$ cat config.mk
export PLATFORM = sky130hd
export DESIGN_NAME = decade_seg_counter
export DESIGN_NICKNAME = d
export VERILOG_FILES = /design/src/rtl/dctr_pkg.sv /design/src/rtl/dctr_count.sv /design/src/rtl/dctr_segdec.sv /design/src/rtl/dctr_flags.sv /design/src/rtl/decade_seg_counter.sv
export SDC_FILE = /design/constraint.sdc
export NUM_CORES = 1
export LEC_CHECK = 0
export BUFFER_PORTS_ARGS = -buffer_cell sky130_fd_sc_hd__buf_2
export CAP_MARGIN = 15
export CORE_AREA = 2 2 39 41
export CTS_CLUSTER_SIZE = 10
export DETAILED_ROUTE_END_ITERATION = 7
export DIE_AREA = 0 0 41 43
export PLACE_DENSITY = 0.6
export SLEW_MARGIN = 0
export SYNTH_ARGS = -nofsm -noshare
export SYNTH_HDL_FRONTEND = slang
export SYNTH_SLANG_ARGS = --single-unit
$ cat constraint.sdc
create_clock -name clk_i -period 1.7 [get_ports clk_i]
set_input_delay 0.255 -clock clk_i [delete_from_list [all_inputs] [get_ports clk_i]]
set_output_delay 0.255 -clock clk_i [all_outputs]
set_load 0.05 [all_outputs]
$ cat src/rtl/dctr_pkg.sv
package dctr_pkg;
    localparam int DIGIT_W    = 4;
    localparam int LAST_DIGIT = 9;
    localparam int SEG_W      = 7;

    typedef struct packed {
        logic [DIGIT_W-1:0] digit;
        logic               en_dly;
    } dctr_state_t;

    // bit 0 = a ... bit 6 = g
    function automatic logic [SEG_W-1:0] seg_pattern(input logic [DIGIT_W-1:0] v);
        logic [SEG_W-1:0] p;
        case (v)
            4'd0:    p = 7'h3F;
            4'd1:    p = 7'h06;
            4'd2:    p = 7'h5B;
            4'd3:    p = 7'h4F;
            4'd4:    p = 7'h66;
            4'd5:    p = 7'h6D;
            4'd6:    p = 7'h7D;
            4'd7:    p = 7'h07;
            4'd8:    p = 7'h7F;
            4'd9:    p = 7'h6F;
            default: p = '0;
        endcase
        return p;
    endfunction
endpackage

$ cat src/rtl/dctr_count.sv
module dctr_count
    import dctr_pkg::*;
(
    input  logic               clk_i,
    input  logic               arst_i,
    input  logic               inhibit_i,
    input  logic               en_i,
    output logic [DIGIT_W-1:0] digit_o,
    output logic               en_dly_o
);
    localparam logic [DIGIT_W-1:0] LAST_V = DIGIT_W'(LAST_DIGIT);

    dctr_state_t state_d, state_q;

    always_comb begin
        state_d        = state_q;
        state_d.en_dly = en_i;
        if (!inhibit_i) begin
            if (state_q.digit == LAST_V) state_d.digit = '0;
            else                         state_d.digit = state_q.digit + 1'b1;
        end
    end

    always_ff @(posedge clk_i or posedge arst_i) begin
        if (arst_i) state_q <= '0;
        else        state_q <= state_d;
    end

    assign digit_o  = state_q.digit;
    assign en_dly_o = state_q.en_dly;
endmodule

$ cat src/rtl/dctr_segdec.sv
module dctr_segdec
    import dctr_pkg::*;
(
    input  logic [DIGIT_W-1:0] digit_i,
    input  logic               en_i,
    output logic [SEG_W-1:0]   seg_o
);
    logic [SEG_W-1:0] raw;

    always_comb begin
        raw   = seg_pattern(digit_i);
        seg_o = en_i ? raw : '0;
    end
endmodule

$ cat src/rtl/dctr_flags.sv
module dctr_flags
    import dctr_pkg::*;
(
    input  logic [DIGIT_W-1:0] digit_i,
    output logic               div_o,
    output logic               not_two_o
);
    localparam logic [DIGIT_W-1:0] HALF_V = DIGIT_W'((LAST_DIGIT + 1) / 2);
    localparam logic [DIGIT_W-1:0] TWO_V  = DIGIT_W'(2);

    always_comb begin
        div_o     = (digit_i < HALF_V);
        not_two_o = (digit_i != TWO_V);
    end
endmodule

$ cat src/rtl/decade_seg_counter.sv
module decade_seg_counter
    import dctr_pkg::*;
(
    input  logic             clk_i,
    input  logic             arst_i,
    input  logic             inhibit_i,
    input  logic             disp_en_i,
    output logic [SEG_W-1:0] seg_o,
    output logic             disp_en_o,
    output logic             div10_o,
    output logic             not_two_o
);
    logic [DIGIT_W-1:0] digit_q;

    dctr_count u_count (
        .clk_i     (clk_i),
        .arst_i    (arst_i),
        .inhibit_i (inhibit_i),
        .en_i      (disp_en_i),
        .digit_o   (digit_q),
        .en_dly_o  (disp_en_o)
    );

    dctr_segdec u_seg (
        .digit_i (digit_q),
        .en_i    (disp_en_i),
        .seg_o   (seg_o)
    );

    dctr_flags u_flags (
        .digit_i   (digit_q),
        .div_o     (div10_o),
        .not_two_o (not_two_o)
    );
endmodule

**Yosys cells after proc, flatten, opt, wreduce, memory -nomap -nowiden**

Memories as Yosys holds them, arrays and structs flattened.
Index checks and enable logic that the tools add are counted.

- Bits of input ports: 4
- Memories kept: 1
- Bits in registers: 5
- Bits in read-only memories: 112

- Magnitude comparators: 1
- Equality and inequality tests: 2
- Add/subtract/negate cells: 1
- Mux-type cells: 2

Memory list:

| memory | depth | bits a word | rd ports | clocked after Yosys merged registers in | wr ports | line | text |
|---|---|---|---|---|---|---|---|
| (no name shown) | 16 | 7 | 1 | 0 | 0 | dctr_pkg.sv:14 | `case (v)` |

Operators by type and width:

| kind | number |
|---|---|
| $mux 7 | 1 |
| $add 4x1->4 const B | 1 |
| $eq 4x4->1 const B | 1 |
| $lt 4x3->1 const B | 1 |
| $mux 4 | 1 |
| $ne 4x2->1 const B | 1 |

**Longest topological paths before layout**

- Depth in word-level cells: 2
- Depth in mapped cells: 5

**Cells and area by module**

A second synthesis with hierarchy kept.

- Cell total of the unflattened synthesis: 53
- Area total of the unflattened synthesis: 465.4 um^2

By module, submodules not included:

| module | cells each | instances | area an instance (um^2) |
|---|---|---|---|
| dctr_segdec | 31 | 1 | 226.5 |
| dctr_count | 19 | 1 | 217.7 |
| dctr_flags | 3 | 1 | 21.3 |

**Least setup slack after synthesis**

OpenSTA, ideal clock, no wires.

- Kind: register to output
- From: reg u_count.state_q (netlist bit u_count.digit_o[0])
- To: out seg_o[4]
- Stages on the path, launching flop included: 6
- Arrival time: 1627 ps
- Setup slack: -182 ps
- Cells stage by stage: dfrtp_1 -> inv_1 -> ha_1 -> nor2b_1 -> o21ai_0 -> a21boi_1

- Longest elaborated chain between the ends: 2

Ends and longest elaborated chain:

| element | line | text |
|---|---|---|
| start, declared | dctr_count.sv:13 | `dctr_state_t state_d, state_q;` |
| start signal, assigned | dctr_count.sv:26 | `else state_q <= state_d;` |
| $mem_v2 16x7 | n/a |  |
| $mux 7 | dctr_segdec.sv:12 | `seg_o = en_i ? raw : '0;` |
| end, declared | decade_seg_counter.sv:8 | `output logic [SEG_W-1:0] seg_o,` |

Every way passes these cells.

**Worst setup path after layout**

- From: reg u_count.state_q (netlist bit u_count.digit_o[0])
- To: out seg_o[0]

The elaborated chain is that of the path after synthesis.

==> results.toml <==
[outcome]
outcome = "finished with violations"
violations = "negative setup slack"

[clock_network]
clk_pin_slew_worst_paths_ps = 50
clock-root-buffer = "clkbuf_4"
clk_latency_ps = 250
cts_max_level = 1
cts_inserted_buffers = 3
cts.sinks = 5
cts_tree = "built"
cts_max_path_buffers = 2

[finish]
drive_gt1_share_pct = 46.51
antennaDiodeCount = 0
area_growth_pct = 57.89
fill_cells = 120
stdcell_count = 102
layout.nets = 98

[sta]
worst_slew_pin_slew_ps = 369.8
slew_headroom_pct = 75.35
worst_clock_skew_ps = 6.807
layout_setup_ws_ps = -101.0
rsz0062_at_grt = "yes"
fin_crit_sh_pct = 105.9
hold_violations = 0
finalCriticalPeriod_ps = 1801
fmax_mhz = 555.2
slew_violations = 0
setup_viol = 7

[floorplan]
ios = 14
dieArea_mm2 = 0.001763
initial_core_util_pct = 36.08
die_w_um = 41
core-area_mm2 = 0.001384
rows = 14
die_y_um = 43

[setup_path]
rrSetupSlack_ps = 480
critPathRequiredTime_ps = 1440
cp_cell_sequence = "ha_2, or2_1, a21oi_2, o21a_2, buf_8"
crit_path_max_incr_delay_ps = 430
r2r-start = "u_count.digit_o[1]$_DFFE_PP0N_"
worst-path-max-fanout = 3
critPathLaunchType = "flop"
worst_path_max_delay_cell = "dfrtp_2"
cp.arrival_ps = 1550
crit_type = "reg -> out"
r2r_end = "u_count.digit_o[1]$_DFFE_PP0N_"
crit_start = "u_count.digit_o[0]$_DFFE_PP0N_"
r2r_cells = 6
crit_path_end = "seg_o[0]"
crit_path_end_kind = "primary output"

[synth]
syn_area_um2 = 499.2
syn_inst = 64
ys_warn_count = 0
yosysSeqAreaShare_pct = 25.06
ys_ff_latch = 5
syn_area_per_cell_um2 = 7.800
ys_types = 21
synthesis.nets = 75

[global_route]
grtUsageTotal_pct = 15.68
grt_first_pass_wirelength_um = 1973
grt_pass1_vias = 476
overflow = 0
grt_antenna_before_repair = 0
grt_max_degree = 10

[drt]
initialDrtViolationCount = 16
drc = 0
vias_per_cell = 5.147
num_vias = 525
ant_nets = 0
drtPass1Iterations = 5
totalWireLength_um = 1222
post_drt_wl_per_cell_um = 11.98

[min_path]
holdCritStartpoint = "disp_en_i"
hold_class = "in -> reg"

[placed_design]
dp.cells = 96
port_buffers = 13
place.gp.congestion = 0.8304
dp_hpwl_um = 845.7

[run]
max_cap_violations = 0
==> repair_timing <==
| action | CTS | global route |
|---|---|---|
| setup endpoints to repair | 8 | 8 |
| hold buffers | 1 | 0 |
| resized for setup | 31 | 6 |
| setup buffers | 1 | 0 |
| endpoints found under the hold margin | 5 | 0 |
| pin swaps | 8 | 5 |
==> worst min path at each step <==
stage	cells after the start	to	slack, ps
after global routing	1	u_count.en_dly_o$_DFF_PP0_	230
final	1	u_count.en_dly_o$_DFF_PP0_	230
after detailed placement	2	u_count.en_dly_o$_DFF_PP0_	160
after CTS	1	u_count.en_dly_o$_DFF_PP0_	230
after floorplan	1	u_count.digit_o[0]$_DFFE_PP0N_	30
after global placement	2	u_count.digit_o[0]$_DFFE_PP0N_	160
==> cells by family (layout without fill, tap and decap cells) <==
group / after synthesis / after routing / share of synthesized area (%)
flip-flops: 5 / 5 / 25.06
buffers and inverters: 8 / 30 / 7.518
adder cells (fa/ha/maj): 7 / 7 / 17.54
AND/OR/NAND/NOR: 24 / 24 / 24.56
multiplexers: 1 / 1 / 2.005
AO/OA/AOI/OAI: 19 / 19 / 23.31
==> stage by stage <==
stage / setup WS, ps / util [%] / area [µm²] / setup TNS (ps) / hold slack, ps
floorplan: 39.18 / - / 509.2 / 0 / 33.52
finish: -101.0 / 56.96 / 788.3 / -361.4 / 225.3
global placement: 77.47 / 44.57 / 616.8 / 0 / 159.4
detailed placement: 26.66 / 44.57 / 616.8 / 0 / 164.5
CTS: -63.64 / 56.06 / 775.7 / -272.0 / 226.2
global route: -135.5 / 56.96 / 788.3 / -683.0 / 228.5
==> cell type report <==
| cell class | count | area [µm²] | share of cell area [%] |
|---|---|---|---|
| clock buffers | 4 | 26.28 | 3.333 |
| inverters | 6 | 27.53 | 3.492 |
| multi-input cells | 51 | 406.6 | 51.59 |
| flip-flops and latches | 5 | 127.6 | 16.19 |
| well taps | 16 | 20.02 | 2.540 |
| repair buffers | 20 | 180.2 | 22.86 |
==> flip-flops by register name, indices dropped and copies added, names as in the netlist <==
signal	cells
u_count.digit_o	4
u_count.en_dly_o	1
==> worst max-delay path, delay by kind of cell, from the launching register on <==
kind	cells	cell delay, ps
flops	1	430
fa+ha+maj	1	180
simple gates	1	210
buf+inv	1	140
compound gates	2	320
==> per-layer routing <==
layer / global-route usage [%] / wire (µm)
met5: 0 / 0
met4: 4.000 / 2
met3: 3.141 / 51
met2: 25.00 / 598
met1: 20.65 / 569
==> synth_stat cells <==
| cell type | n | area share (%) |
|---|---|---|
| a21boi_1 | 1 | 1.5 |
| o22ai_1 | 2 | 2.5 |
| nand2_2 | 1 | 1.3 |
| ha_1 | 7 | 18 |
| o21ai_1 | 4 | 4.0 |
| or2_1 | 1 | 1.3 |
| o21ai_0 | 2 | 2.0 |
| nor2b_1 | 3 | 3.8 |
| and2_1 | 1 | 1.3 |
| dfrtp_1 | 5 | 25 |
| buf_4 | 2 | 3.0 |
| a21oi_1 | 4 | 4.0 |
| nand3_1 | 1 | 1.0 |
| inv_1 | 6 | 4.5 |
| nand3b_1 | 1 | 1.5 |
| nand2_1 | 4 | 3.0 |
| nand2b_1 | 5 | 6.3 |
| a21oi_2 | 1 | 1.8 |
| mux2i_1 | 1 | 2.0 |
| o21a_1 | 5 | 7.5 |
| nor2_1 | 7 | 5.3 |
==> layout by cell type (no fill, tap or decap), types with 2 or more instances in the layout <==
| cell | Yosys | layout |
|---|---|---|
| o21a_1 | 5 | 3 |
| ha_2 | 0 | 2 |
| nand2b_1 | 5 | 4 |
| dfrtp_2 | 0 | 2 |
| nor2b_1 | 3 | 2 |
| buf_4 | 2 | 6 |
| o21a_2 | 0 | 2 |
| o21ai_1 | 4 | 5 |
| buf_6 | 0 | 6 |
| o22ai_1 | 2 | 2 |
| nor2_1 | 7 | 6 |
| a21oi_1 | 4 | 3 |
| ha_1 | 7 | 2 |
| buf_8 | 0 | 2 |
| nand2_1 | 4 | 4 |
| a21oi_2 | 1 | 2 |
| inv_1 | 6 | 4 |
| ha_4 | 0 | 3 |
| buf_2 | 0 | 4 |
| dfrtp_1 | 5 | 3 |
| clkbuf_4 | 0 | 4 |
Power is not shown: default switching activity piles up to over one toggle a cycle in this logic, so the estimate is an artifact.
